### config.mk
export PLATFORM = sky130hd
export DESIGN_NAME = usb_irq_status
export DESIGN_NICKNAME = d
export VERILOG_FILES = /design/src/rtl/usb_irq_pkg.sv /design/src/rtl/usb_irq_edge.sv /design/src/rtl/usb_idle_timer.sv /design/src/rtl/usb_irq_sticky.sv /design/src/rtl/usb_irq_status.sv
export SDC_FILE = /design/constraint.sdc
export NUM_CORES = 1
export LEC_CHECK = 0
export CAP_MARGIN = 20
export CORE_ASPECT_RATIO = 0.7
export CORE_UTILIZATION = 45
export DETAILED_ROUTE_END_ITERATION = 8
export DONT_BUFFER_PORTS = 1
export PLACE_DENSITY_LB_ADDON = 0.25
export SYNTH_ARGS = -nofsm -noshare
export SYNTH_HDL_FRONTEND = slang
export SYNTH_HIERARCHICAL = 1
export SYNTH_SLANG_ARGS = --single-unit
### constraint.sdc
create_clock -name clk_i -period 2.41 [get_ports clk_i]
set_input_delay 0.1205 -clock clk_i [delete_from_list [all_inputs] [get_ports clk_i]]
set_output_delay 0.1205 -clock clk_i [all_outputs]
set_load 0.05 [all_outputs]
### src/rtl/usb_irq_pkg.sv
package usb_irq_pkg;
  localparam int unsigned NUM_SRC  = 5;
  localparam int unsigned IDX_EP0  = 0;
  localparam int unsigned IDX_RX   = 1;
  localparam int unsigned IDX_TX   = 2;
  localparam int unsigned IDX_SUSP = 3;
  localparam int unsigned IDX_RES  = 4;

  localparam int unsigned EP0_FLAGS = 5;
  // flag order {stall, setup_end, data_end, in_rdy, out_rdy}; 1 = rising edge
  localparam logic [EP0_FLAGS-1:0] EP0_RISE = 5'b11001;

  typedef logic [NUM_SRC-1:0] src_vec_t;
endpackage

### src/rtl/usb_irq_edge.sv
module usb_irq_edge #(
  parameter int unsigned      WIDTH     = 2,
  parameter logic [WIDTH-1:0] RISE_MASK = '1
) (
  input  logic             clk_i,
  input  logic             rst_ni,
  input  logic [WIDTH-1:0] lvl_i,
  output logic [WIDTH-1:0] edge_o
);
  logic [WIDTH-1:0] prev_q;

  always_ff @(posedge clk_i or negedge rst_ni) begin
    if (!rst_ni) prev_q <= '0;
    else         prev_q <= lvl_i;
  end

  for (genvar g = 0; g < WIDTH; g++) begin : g_edge
    if (RISE_MASK[g]) begin : g_rise
      assign edge_o[g] = lvl_i[g] & ~prev_q[g];
    end else begin : g_fall
      assign edge_o[g] = ~lvl_i[g] & prev_q[g];
    end
  end
endmodule

### src/rtl/usb_idle_timer.sv
module usb_idle_timer #(
  parameter int unsigned IDLE_CYCLES = 144000
) (
  input  logic clk_i,
  input  logic rst_ni,
  input  logic bus_idle_i,
  input  logic resume_i,
  output logic fire_o,
  output logic resume_ev_o,
  output logic suspended_o
);
  localparam int unsigned CNT_W = $clog2(IDLE_CYCLES + 2);
  localparam logic [CNT_W-1:0] LIMIT = CNT_W'(IDLE_CYCLES);

  logic [CNT_W-1:0] cnt_q;
  logic             susp_q;

  // saturates one past LIMIT so fire_o pulses once per idle period
  always_ff @(posedge clk_i or negedge rst_ni) begin
    if (!rst_ni)            cnt_q <= '0;
    else if (!bus_idle_i)   cnt_q <= '0;
    else if (cnt_q <= LIMIT) cnt_q <= cnt_q + 1'b1;
  end

  assign fire_o      = bus_idle_i && (cnt_q == LIMIT);
  assign resume_ev_o = susp_q & resume_i;

  always_ff @(posedge clk_i or negedge rst_ni) begin
    if (!rst_ni) susp_q <= 1'b0;
    else         susp_q <= fire_o | (susp_q & ~resume_i);
  end

  assign suspended_o = susp_q;


  single_fire_chk: assert property (@(posedge clk_i) disable iff (!rst_ni)
    fire_o |=> !fire_o);

  susp_enter_chk: assert property (@(posedge clk_i) disable iff (!rst_ni)
    fire_o |=> suspended_o);

  susp_exit_chk: assert property (@(posedge clk_i) disable iff (!rst_ni)
    (suspended_o && resume_i && !fire_o) |=> !suspended_o);
endmodule

### src/rtl/usb_irq_sticky.sv
module usb_irq_sticky #(
  parameter int unsigned WIDTH = 5
) (
  input  logic             clk_i,
  input  logic             rst_ni,
  input  logic [WIDTH-1:0] set_i,
  input  logic [WIDTH-1:0] clr_i,
  output logic [WIDTH-1:0] status_o
);
  logic [WIDTH-1:0] st_q;

  always_ff @(posedge clk_i or negedge rst_ni) begin
    if (!rst_ni) st_q <= '0;
    else         st_q <= (st_q & ~clr_i) | set_i;
  end

  assign status_o = st_q;


  clr_chk: assert property (@(posedge clk_i) disable iff (!rst_ni)
    1'b1 |=> ((st_q & $past(clr_i & ~set_i)) == '0));

  set_wins_chk: assert property (@(posedge clk_i) disable iff (!rst_ni)
    (set_i != '0) |=> ((st_q & $past(set_i)) == $past(set_i)));

  hold_chk: assert property (@(posedge clk_i) disable iff (!rst_ni)
    (set_i == '0 && clr_i == '0) |=> $stable(st_q));
endmodule

### src/rtl/usb_irq_status.sv
module usb_irq_status
  import usb_irq_pkg::*;
#(
  parameter int unsigned CLK_FREQ_HZ  = 48_000_000,
  parameter int unsigned IDLE_TIME_US = 3000,
  parameter int unsigned DATA_W       = 8
) (
  input  logic              clk_i,
  input  logic              rst_ni,
  input  logic              ep0_out_rdy_i,
  input  logic              ep0_in_rdy_i,
  input  logic              ep0_data_end_i,
  input  logic              ep0_setup_end_i,
  input  logic              ep0_sent_stall_i,
  input  logic              rx_done_i,
  input  logic              tx_done_i,
  input  logic              bus_idle_i,
  input  logic              resume_sig_i,
  input  logic              mask_ep0_i,
  input  logic              mask_rx_i,
  input  logic              mask_tx_i,
  input  logic              mask_susp_i,
  input  logic              wr_en_i,
  input  logic [DATA_W-1:0] wr_data_i,
  output logic [DATA_W-1:0] rd_data_o,
  output logic              irq_o,
  output logic              suspended_o
);
  localparam int unsigned IDLE_CYCLES = (CLK_FREQ_HZ / 1_000_000) * IDLE_TIME_US;

  logic [EP0_FLAGS-1:0] ep0_lvl, ep0_edge;
  logic [1:0]           dat_edge;
  logic                 fire, resume_ev;
  src_vec_t             event_vec, mask_vec, set_vec, clr_vec, status;

  assign ep0_lvl = {ep0_sent_stall_i, ep0_setup_end_i, ep0_data_end_i,
                    ep0_in_rdy_i, ep0_out_rdy_i};

  usb_irq_edge #(.WIDTH(EP0_FLAGS), .RISE_MASK(EP0_RISE)) u_ep0_edge (
    .clk_i (clk_i), .rst_ni(rst_ni), .lvl_i(ep0_lvl), .edge_o(ep0_edge)
  );

  usb_irq_edge #(.WIDTH(2), .RISE_MASK(2'b11)) u_dat_edge (
    .clk_i (clk_i), .rst_ni(rst_ni), .lvl_i({tx_done_i, rx_done_i}), .edge_o(dat_edge)
  );

  usb_idle_timer #(.IDLE_CYCLES(IDLE_CYCLES)) u_idle (
    .clk_i      (clk_i),
    .rst_ni     (rst_ni),
    .bus_idle_i (bus_idle_i),
    .resume_i   (resume_sig_i),
    .fire_o     (fire),
    .resume_ev_o(resume_ev),
    .suspended_o(suspended_o)
  );

  always_comb begin
    event_vec           = '0;
    event_vec[IDX_EP0]  = |ep0_edge;
    event_vec[IDX_RX]   = dat_edge[0];
    event_vec[IDX_TX]   = dat_edge[1];
    event_vec[IDX_SUSP] = fire;
    event_vec[IDX_RES]  = resume_ev;
    mask_vec            = '0;
    mask_vec[IDX_EP0]   = mask_ep0_i;
    mask_vec[IDX_RX]    = mask_rx_i;
    mask_vec[IDX_TX]    = mask_tx_i;
    mask_vec[IDX_SUSP]  = mask_susp_i;
    mask_vec[IDX_RES]   = mask_susp_i;
  end

  // masks gate setting only, never a pending bit
  assign set_vec = event_vec & ~mask_vec;
  assign clr_vec = wr_en_i ? wr_data_i[NUM_SRC-1:0] : '0;

  usb_irq_sticky #(.WIDTH(NUM_SRC)) u_sticky (
    .clk_i   (clk_i),
    .rst_ni  (rst_ni),
    .set_i   (set_vec),
    .clr_i   (clr_vec),
    .status_o(status)
  );

  assign rd_data_o = DATA_W'(status);
  assign irq_o     = |status;


  mask_ep0_chk: assert property (@(posedge clk_i) disable iff (!rst_ni)
    (mask_ep0_i && !status[IDX_EP0]) |=> !status[IDX_EP0]);

  resume_only_susp_chk: assert property (@(posedge clk_i) disable iff (!rst_ni)
    $rose(status[IDX_RES]) |-> $past(suspended_o));
endmodule

==> reports/qor.csv, run 1 <==
metric,value,unit
Critical Path End Type,flop,
Mapped Avg Cell Area,10.5,µm²
worst-margin pin slew,0.517,ns
worst hold stages,2,
Adder-Cell Fraction of Synth Area,1.51,%
DR WL/cell,14.5,µm
nets@finish,201,
main combinational cell family by area after synthesis,simple AND/OR/NAND/NOR gates,
Leak,0.875,nW
skew final,0.00791,ns
# fillers,298,
cells after synthesis,158,
die width,74.5,µm
mux share of post-synthesis cell area,0.605,%
Reg-to-Reg End,u_idle/cnt_q[14]$_DFFE_PN0P_,
xor/xnor share of the synthesized area,4.24,%
# diodes,0,
DRC Markers,0,
"top cells by area, synth","dfrtp_1 47%, nor2b_4 5.8%, a21oi_1 2.7%, a21o_1 2.7%, nor2_1 2.7%",
Overflow after GRT,0,
post-CTS sizing,0,
CTS Hold Bufs,11,
die height,52.7,µm
CP required,2.59,ns
PortBufs,0,
overall power,1.06,mW
HP Class,input pin to flop,
Starting Density,47.1,%
post-CTS setup buffers,0,
cell taking the most area after synthesis,dfrtp_1,
Syn. warnings,6,
simple-gate portion of the synthesized area,28.1,%
first-pass GRT wire length,5.01,mm
clock tree from TritonCTS,yes,
initial antenna violation count,0,
CTS Sinks,31,
Final TNS setup,0,ns
drt total wl,3.25,mm
top cell type's share of synthesized area,46.9,%
fmax,0.451,GHz
Tmin final,2.22,ns
clk_lat worst skew,0.28,ns
CP Class,flop to flop,
critical path arrival,2.40,ns
die area,3930,µm²
register area share after synthesis,46.9,%
Final Non-Filler Cells,225,
Worst R2R Setup Slack,0.19,ns
r2r startpoint,u_idle/cnt_q[11]$_DFFE_PN0P_,
Final setup viols,0,
Worst Setup Start Kind,flop,
placed cell areas,1690,µm²
Min-Delay Startpoint,mask_susp_i,
Via density,5.35,
Synth Area in Compound Gates,12.8,%
core area,3510,µm²
Global Route Usage Sum,17.8,%
Slew headroom,65.5,%
Maximum Capacitance Violations,0,
mapped cell area,1650,µm²
clock root buffer,clkbuf_8,
crit path max fanout,18,
H-Tree Depth,2,
CTS Buf Count,5,
Min-Delay Endpoint,u_sticky/status_o[3]$_DFF_PN0_,
DR iter-0 viols,97,
Post-synth ARST share,100,%
largest net degree at the start of global routing,32,
PD cells,560,nW/µm²
Final GP Congestion,0.838,
final hold violations,0,
Max clock buf depth,2,
Synth cell types,42,
num rows,18,
P&R area growth vs syn,15.0,%
Inst Count DP,207,
register bit total from synthesis,31,
fin area,1900,µm²
FF-to-FF path depth,5,
layout cells sized above 1,14.3,%
Pins Over Slew Limit,0,
dpl hpwl,2.22,mm
io pins,34,
final cycle utilization of the critical path,92.1,%
Peak VDD IR,0.000532,V
unrepaired setup endpoints after global routing,false,
clock-pin slew on the worst setup and hold paths,0.06,ns
ANT nets after route,0,
drt pass-1 iters,4,
via count,1204,
number of synthesized flops with an enable pin,0,
outcome,"finished, final reports clean",
vias in the first global route,1086,
"Primary FF master, synth",dfrtp_1,
[cell usage after synthesis (all sizes together), types with 6 or more instances]
master  count
nor2       13
a21o        6
and2        7
a21oi       9
inv        10
or3         6
nor2b      11
dfrtp      31
[placed cells by master, fill, tap and decap left out, drive strengths merged, types with 2 or more instances in the layout]
cell and count:
or4 4, inv 10, clkinv 2, nor2 13
clkbuf 6, conb 3, nand3 5, o21ai 4
and2 7, xor2 5, a21o 6, nor2b 11
nand2 5, buf 4, and3 5, a31oi 2
dfrtp 31, dlygate4sd3 10, o31ai 4, nand4 5
xnor2 3, a21oi 9, nor3 3, and4 2
or3 6, ha 2
[per-layer routing]
layer	GRT usage, %	vias to the layer above	wire (µm)
met1	25.3	582	1600
li1	-	584	-
met2	25.1	34	1460
met5	0	-	0
met4	6.29	0	35
met3	5.58	4	155
[where the power goes]
group / internal (mW) / switching (mW)
clock: 0.223 / 0.180
combinational: 0.0399 / 0.0481
sequential: 0.536 / 0.0371
[worst max-delay path, cell delays in order (launching register included)]
cell and delay (ns):
dfrtp_1 0.44, or4_1 0.55, nor2_2 0.16, a31oi_4 0.23, or4b_1 0.57, a21oi_1 0.17
[registers in the layout, summed over array words and instances (netlist names)]
signal	count
u_idle/cnt_q	18
u_ep0_edge/prev_q	5
u_sticky/status_o	5
u_dat_edge/prev_q	2
u_idle/suspended_o	1
[metrics by stage]
step | util, % | worst slack, ns | hold slack [ns]
2_1_floorplan | - | 0.446 | -0.175
3_3_place_gp | 48.2 | 0.277 | -0.175
3_5_place_dp | 48.2 | 0.219 | -0.175
4_1_cts | 54.1 | 0.195 | 0.0276
5_1_grt | 54.1 | 0.0867 | 0.0347
6_report | 54.1 | 0.191 | 0.0430
[area by class of cell]
| class | instances | area [µm²] | area share, % |
|---|---|---|---|
| Clock buffer | 6 | 82.6 | 4.34 |
| Clock inverter | 1 | 5.00 | 0.263 |
| Inverter | 11 | 41.3 | 2.17 |
| Multi-Input combinational cell | 112 | 792 | 41.6 |
| Sequential cell | 31 | 776 | 40.8 |
| Tap cell | 50 | 62.6 | 3.29 |
| Timing Repair Buffer | 14 | 143 | 7.50 |
[cell families after synthesis]
| family | count (synthesis) |
|---|---|
| adder cells (fa/ha/maj) | 2 |
| AND/OR/NAND/NOR | 70 |
| flip-flops | 31 |
| AO/OA/AOI/OAI | 28 |
| buffers and inverters | 17 |
| multiplexers | 1 |
| other | 1 |
| XOR/XNOR | 8 |
[worst max path at each step]
stage                                      start                            to  cells past startpoint
floorplan           u_idle/cnt_q[15]$_DFFE_PN0P_  u_idle/cnt_q[14]$_DFFE_PN0P_                      6
global placement    u_idle/cnt_q[11]$_DFFE_PN0P_  u_idle/cnt_q[12]$_DFFE_PN0P_                      5
detailed placement  u_idle/cnt_q[11]$_DFFE_PN0P_  u_idle/cnt_q[14]$_DFFE_PN0P_                      5
CTS                 u_idle/cnt_q[11]$_DFFE_PN0P_  u_idle/cnt_q[14]$_DFFE_PN0P_                      5
global route        u_idle/cnt_q[11]$_DFFE_PN0P_  u_idle/cnt_q[14]$_DFFE_PN0P_                      5
finish              u_idle/cnt_q[11]$_DFFE_PN0P_  u_idle/cnt_q[14]$_DFFE_PN0P_                      5
Note: power is estimated with default switching activity, not from simulation.
==> run 2, diff against run 1 <==
- CORE_UTILIZATION: 45 -> 30
==> run 2 against run 1 <==
Routed wire length grew 1.2%. Clock skew barely moved. Non-clock buffer count decreased by 1. Cell area is 1.7% higher. Worst hold slack better by 0.0030 ns. Die area is 48% higher. Critical path depth did not move. Cell count rose by 9.8%. First-iteration DRC count fell by 57%. Register-to-register slack worse by 0.02 ns.
==> reports/qor.csv, run 2 (synthesis gave the netlist of run 1 again) <==
metric,value,unit,change
Global Route Usage Sum,12.4,%,was 17.8%
dpl hpwl,2.29,mm,was 2.22 mm
Starting Density,31.3,%,was 47.1%
CTS Buf Count,5,,unchanged
H-Tree Depth,2,,unchanged
final cycle utilization of the critical path,92.7,%,was 92.1%
placed cell areas,1710,µm²,was 1690 µm²
final worst slack,0.175,ns,was 0.191 ns
Final Non-Filler Cells,247,,was 225
die width,90.8,µm,was 74.5 µm
skew final,0.00781,ns,was 0.00791 ns
DRC Markers,0,,unchanged
largest net degree at the start of global routing,32,,unchanged
DR iter-0 viols,42,,was 97
initial antenna violation count,0,,unchanged
first-pass GRT wire length,5.73,mm,was 5.01 mm
PortBufs,0,,unchanged
Leak,0.874,nW,was 0.875 nW
Slew headroom,65.5,%,about the same
Largest register FFs,18,,unchanged
Min-Delay Endpoint,u_sticky/status_o[2]$_DFF_PN0_,,was u_sticky/status_o[3]$_DFF_PN0_
critical path arrival,2.42,ns,was 2.40 ns
die area,5820,µm²,was 3930 µm²
crit path max fanout,18,,unchanged
CTS Sinks,31,,unchanged
drt pass-1 iters,4,,unchanged
Final GP Congestion,0.754,,was 0.838
Via density,4.84,,was 5.35
P&R area growth vs syn,16.9,%,was 15.0%
Tmin final,2.23,ns,was 2.22 ns
Largest Register,u_idle/cnt_q,,unchanged
CP Class,flop to flop,,unchanged
drt total wl,3.29,mm,was 3.25 mm
# diodes,0,,unchanged
overall power,1.11,mW,was 1.06 mW
io pins,34,,unchanged
Overflow after GRT,0,,unchanged
clk_lat worst skew,0.28,ns,about the same
"commonest non-fill, non-tap cell in the layout",dfrtp_1,,unchanged
Maximum Capacitance Violations,0,,unchanged
Peak VDD IR,0.000223,V,was 0.000532 V
vias in the first global route,1251,,was 1086
fin area,1930,µm²,was 1900 µm²
fmax,0.447,GHz,was 0.451 GHz
final core utilization,36.6,%,was 54.1%
Worst R2R Setup Slack,0.18,ns,was 0.19 ns
CP required,2.59,ns,about the same
Final TNS setup,0,ns,unchanged
unrepaired setup endpoints after global routing,false,,unchanged
HP Class,input pin to flop,,unchanged
FF-to-FF path depth,5,,unchanged
clock tree from TritonCTS,yes,,unchanged
clock root buffer,clkbuf_8,,unchanged
PD cells,572,nW/µm²,was 560 nW/µm²
r2r startpoint,u_idle/cnt_q[11]$_DFFE_PN0P_,,unchanged
num rows,22,,was 18
post-CTS sizing,0,,unchanged
most frequent cells in the layout,"31 x dfrtp_1, 12 x nor2_1, 10 x dlygate4sd3_1, 10 x inv_1, 9 x a21oi_1",,unchanged
die height,64.1,µm,was 52.7 µm
Worst Setup Start Kind,flop,,unchanged
core area,5290,µm²,was 3510 µm²
final hold violations,0,,unchanged
nets@finish,200,,was 201
CTS Hold Bufs,11,,unchanged
layout cells sized above 1,13.7,%,was 14.3%
worst hold stages,2,,unchanged
clock-pin slew on the worst setup and hold paths,0.06,ns,about the same
Reg-to-Reg End,u_idle/cnt_q[12]$_DFFE_PN0P_,,was u_idle/cnt_q[14]$_DFFE_PN0P_
Inst Count DP,228,,was 207
Max clock buf depth,2,,unchanged
DR WL/cell,13.3,µm,was 14.5 µm
ANT nets after route,0,,unchanged
post-CTS setup buffers,0,,unchanged
Critical Path End Type,flop,,unchanged
via count,1196,,was 1204
Pins Over Slew Limit,0,,unchanged
Final setup viols,0,,unchanged
Hold Slack,0.0460,ns,was 0.0430 ns
Min-Delay Startpoint,mask_tx_i,,was mask_susp_i
worst-margin pin slew,0.514,ns,was 0.517 ns
outcome,"finished, final reports clean",,unchanged
pre-CTS WS,0.182,ns,was 0.219 ns
run 2: worst max-delay path by stage:
stage,from,to,slack (ns)
after detailed placement,u_idle/cnt_q[11]$_DFFE_PN0P_,u_idle/cnt_q[12]$_DFFE_PN0P_,0.18
after floorplan,u_idle/cnt_q[15]$_DFFE_PN0P_,u_idle/cnt_q[14]$_DFFE_PN0P_,0.45
after global routing,u_idle/cnt_q[11]$_DFFE_PN0P_,u_idle/cnt_q[14]$_DFFE_PN0P_,0.05
final,u_idle/cnt_q[11]$_DFFE_PN0P_,u_idle/cnt_q[12]$_DFFE_PN0P_,0.18
after CTS,u_idle/cnt_q[11]$_DFFE_PN0P_,u_idle/cnt_q[12]$_DFFE_PN0P_,0.17
after global placement,u_idle/cnt_q[11]$_DFFE_PN0P_,u_idle/cnt_q[14]$_DFFE_PN0P_,0.26
run 2: layout make-up:
type / count / area (µm²)
well taps: 72 / 90.1
repair buffers: 13 / 135
clock buffers: 8 / 100
inverters: 11 / 41.3
fillers: 540 / 3350
flip-flops and latches: 31 / 776
multi-input cells: 112 / 792
run 2: per-layer routing:
metal / share of wire [%] / up-vias / track usage [%]
met1: 49 / 595 / 16.2
met3: 3.5 / 2 / 2.86
li1: - / 581 / -
met5: 0 / - / 0
met2: 47 / 18 / 20.6
met4: 0.49 / 0 / 3.63
run 2: power by group:
group / leakage, nW / switching, mW / internal (mW)
clock network: 0.0515 / 0.186 / 0.260
registers: 0.408 / 0.0370 / 0.536
logic: 0.415 / 0.0479 / 0.0397
total: 0.874 / 0.271 / 0.836
run 2: critical path, cell delays in order, from the launching register on:
cell     delay, ns
dfrtp_1       0.44
or4_1         0.56
nor2_2        0.17
a31oi_4       0.23
or4_1         0.58
a21oi_1       0.17
==> run 3, diff against run 2 <==
- CELL_PAD_IN_SITES_DETAIL_PLACEMENT: default -> 0
- CELL_PAD_IN_SITES_GLOBAL_PLACEMENT: default -> 1
- clock period: 2.41 -> 2 ns (I/O delays scaled with it)
==> run 3 against run 2 <==
The run now ends with negative setup slack left. Clock skew is 0.0014 ns lower. Combinational power is 23% higher. Highest routed layer unchanged. Largest power group unchanged. Routed wire length is 12% higher. Worst setup slack worse by 0.20 ns. Critical path depth is 1 higher. Maximum frequency is 10% higher. Critical endpoint is now u_idle/cnt_q[14]$_DFFE_PN0P_. Power is 31% higher. Sequential power is 20% higher. Core utilization is 4.3 points higher. Clock power is 45% higher. Global-route usage is 1.3 points higher.
==> reports/qor.csv, run 3 (synthesis gave the netlist of run 1 again) <==
metric,value,unit,change
io pins,34,,unchanged
first-pass GRT wire length,6.13,mm,was 5.73 mm
clock-pin slew on the worst setup and hold paths,0.07,ns,was 0.06 ns
Global Route Usage Sum,13.8,%,was 12.4%
DR iter-0 viols,23,,was 42
final cycle utilization of the critical path,101,%,was 92.7%
clock tree from TritonCTS,yes,,unchanged
Max clock buf depth,2,,unchanged
via count,1241,,was 1196
Peak VDD IR,0.000327,V,was 0.000223 V
skew final,0.00637,ns,was 0.00781 ns
FF+latch area,776,µm²,unchanged
CP required,2.19,ns,was 2.59 ns
fin area,2160,µm²,was 1930 µm²
multi-input logic area,850,µm²,was 792 µm²
initial antenna violation count,0,,unchanged
die width,90.8,µm,unchanged
num rows,22,,unchanged
DRC Markers,0,,unchanged
HP Class,input pin to flop,,unchanged
Maximum Capacitance Violations,0,,unchanged
Largest register FFs,18,,unchanged
Hold Slack,0.0194,ns,was 0.0460 ns
final hold violations,0,,unchanged
failing checks,negative setup slack,,
vias in the first global route,1224,,was 1251
dpl hpwl,2.42,mm,was 2.29 mm
final core utilization,40.9,%,was 36.6%
final worst slack,-0.0298,ns,was 0.175 ns
drt total wl,3.70,mm,was 3.29 mm
overall power,1.44,mW,was 1.11 mW
Final TNS setup,-0.0534,ns,was 0 ns
Worst Setup Start Kind,flop,,unchanged
Starting Density,31.3,%,unchanged
nets@finish,218,,was 200
outcome,"finished, violations left",,"was finished, final reports clean"
Overflow after GRT,0,,unchanged
die height,64.1,µm,unchanged
layout cells sized above 1,28.5,%,was 13.7%
drt pass-1 iters,4,,unchanged
# diodes,0,,unchanged
Critical Path End Type,flop,,unchanged
Slew headroom,63.2,%,was 65.5%
most frequent cells in the layout,"31 x dfrtp_1, 16 x buf_4, 11 x nor2_1, 10 x dlygate4sd3_1, 10 x inv_1",,"was 31 x dfrtp_1, 12 x nor2_1, 10 x dlygate4sd3_1, 10 x inv_1, 9 x a21oi_1"
pre-CTS WS,-0.0376,ns,was 0.182 ns
clock root buffer,clkbuf_8,,unchanged
ANT nets after route,0,,unchanged
Via density,4.68,,was 4.84
PD cells,669,nW/µm²,was 572 nW/µm²
clk_lat worst skew,0.28,ns,about the same
Largest Register,u_idle/cnt_q,,unchanged
crit path max fanout,3,,was 18
# fillers,517,,was 540
core area,5290,µm²,unchanged
Final setup viols,2,,was 0
Inst Count DP,239,,was 228
Pins Over Slew Limit,0,,unchanged
"commonest non-fill, non-tap cell in the layout",dfrtp_1,,unchanged
Final GP Congestion,0.780,,was 0.754
Final Non-Filler Cells,265,,was 247
H-Tree Depth,2,,unchanged
P&R area growth vs syn,30.6,%,was 16.9%
PortBufs,0,,unchanged
DR WL/cell,14.0,µm,was 13.3 µm
CP Class,flop to flop,,unchanged
die area,5820,µm²,unchanged
Leak,0.988,nW,was 0.874 nW
worst-margin pin slew,0.549,ns,was 0.514 ns
CTS Buf Count,5,,unchanged
placed cell areas,1800,µm²,was 1710 µm²
unrepaired setup endpoints after global routing,true,,was false
CTS Sinks,31,,unchanged
critical path arrival,2.22,ns,was 2.42 ns
largest net degree at the start of global routing,32,,unchanged
fmax,0.493,GHz,was 0.447 GHz
Tmin final,2.03,ns,was 2.23 ns
==> run 3: final timing paths <==
check                                                   from                        endpoint  slack, ns  cells after the start
worst max-delay path            u_idle/cnt_q[11]$_DFFE_PN0P_    u_idle/cnt_q[14]$_DFFE_PN0P_      -0.03                      6
worst min-delay path                               mask_tx_i  u_sticky/status_o[2]$_DFF_PN0_       0.02                      2
worst max register to register  u_idle/cnt_q[11]$_DFFE_PN0P_    u_idle/cnt_q[14]$_DFFE_PN0P_      -0.03                      6
worst min register to register  u_idle/cnt_q[15]$_DFFE_PN0P_    u_idle/cnt_q[15]$_DFFE_PN0P_       0.57                      2
max in group asynchronous                             rst_ni    u_idle/cnt_q[14]$_DFFE_PN0P_       1.55                      2
min in group asynchronous                             rst_ni     u_idle/cnt_q[8]$_DFFE_PN0P_       0.27                      2
==> run 3: routing by layer <==
layer	wire length [µm]	GRT usage, %	vias to the layer above
li1	-	-	619
met2	1600	19.1	15
met3	89	3.69	5
met5	0	0	-
met1	1970	20.3	602
met4	40	4.84	0
==> run 3: where the power goes <==
| part | internal (mW) | total, mW | switching, mW |
|---|---|---|---|
| combinational | 0.0486 | 0.108 | 0.0594 |
| clock | 0.403 | 0.646 | 0.243 |
| sequential | 0.646 | 0.690 | 0.0444 |
| total | 1.10 | 1.44 | 0.347 |
==> run 3: repair_timing <==
| action | 4_1_cts | 5_1_grt |
|---|---|---|
| buffers inserted | 5 | 2 |
| hold endpoints to repair | 40 | 0 |
| hold buffers | 11 | 0 |
| endpoints found under the setup margin | 6 | 8 |
| pin swaps | 15 | 5 |
| gates resized for setup | 10 | 9 |
==> run 3: final cells by class <==
cell class | count | share of cell area [%]
Tap cell | 72 | 4.17
Timing Repair Buffer | 31 | 13.2
Clock buffer | 6 | 3.82
Inverter | 11 | 1.91
Sequential cell | 31 | 35.9
Multi-Input combinational cell | 112 | 39.3
Clock inverter | 2 | 1.62
==> run 3: worst max-delay path, stage by stage, from the launching register on <==
cell	delay, ns
dfrtp_1	0.38
or4_4	0.56
nor2_4	0.12
a31oi_4	0.11
buf_6	0.14
or4b_1	0.49
a21oi_1	0.14
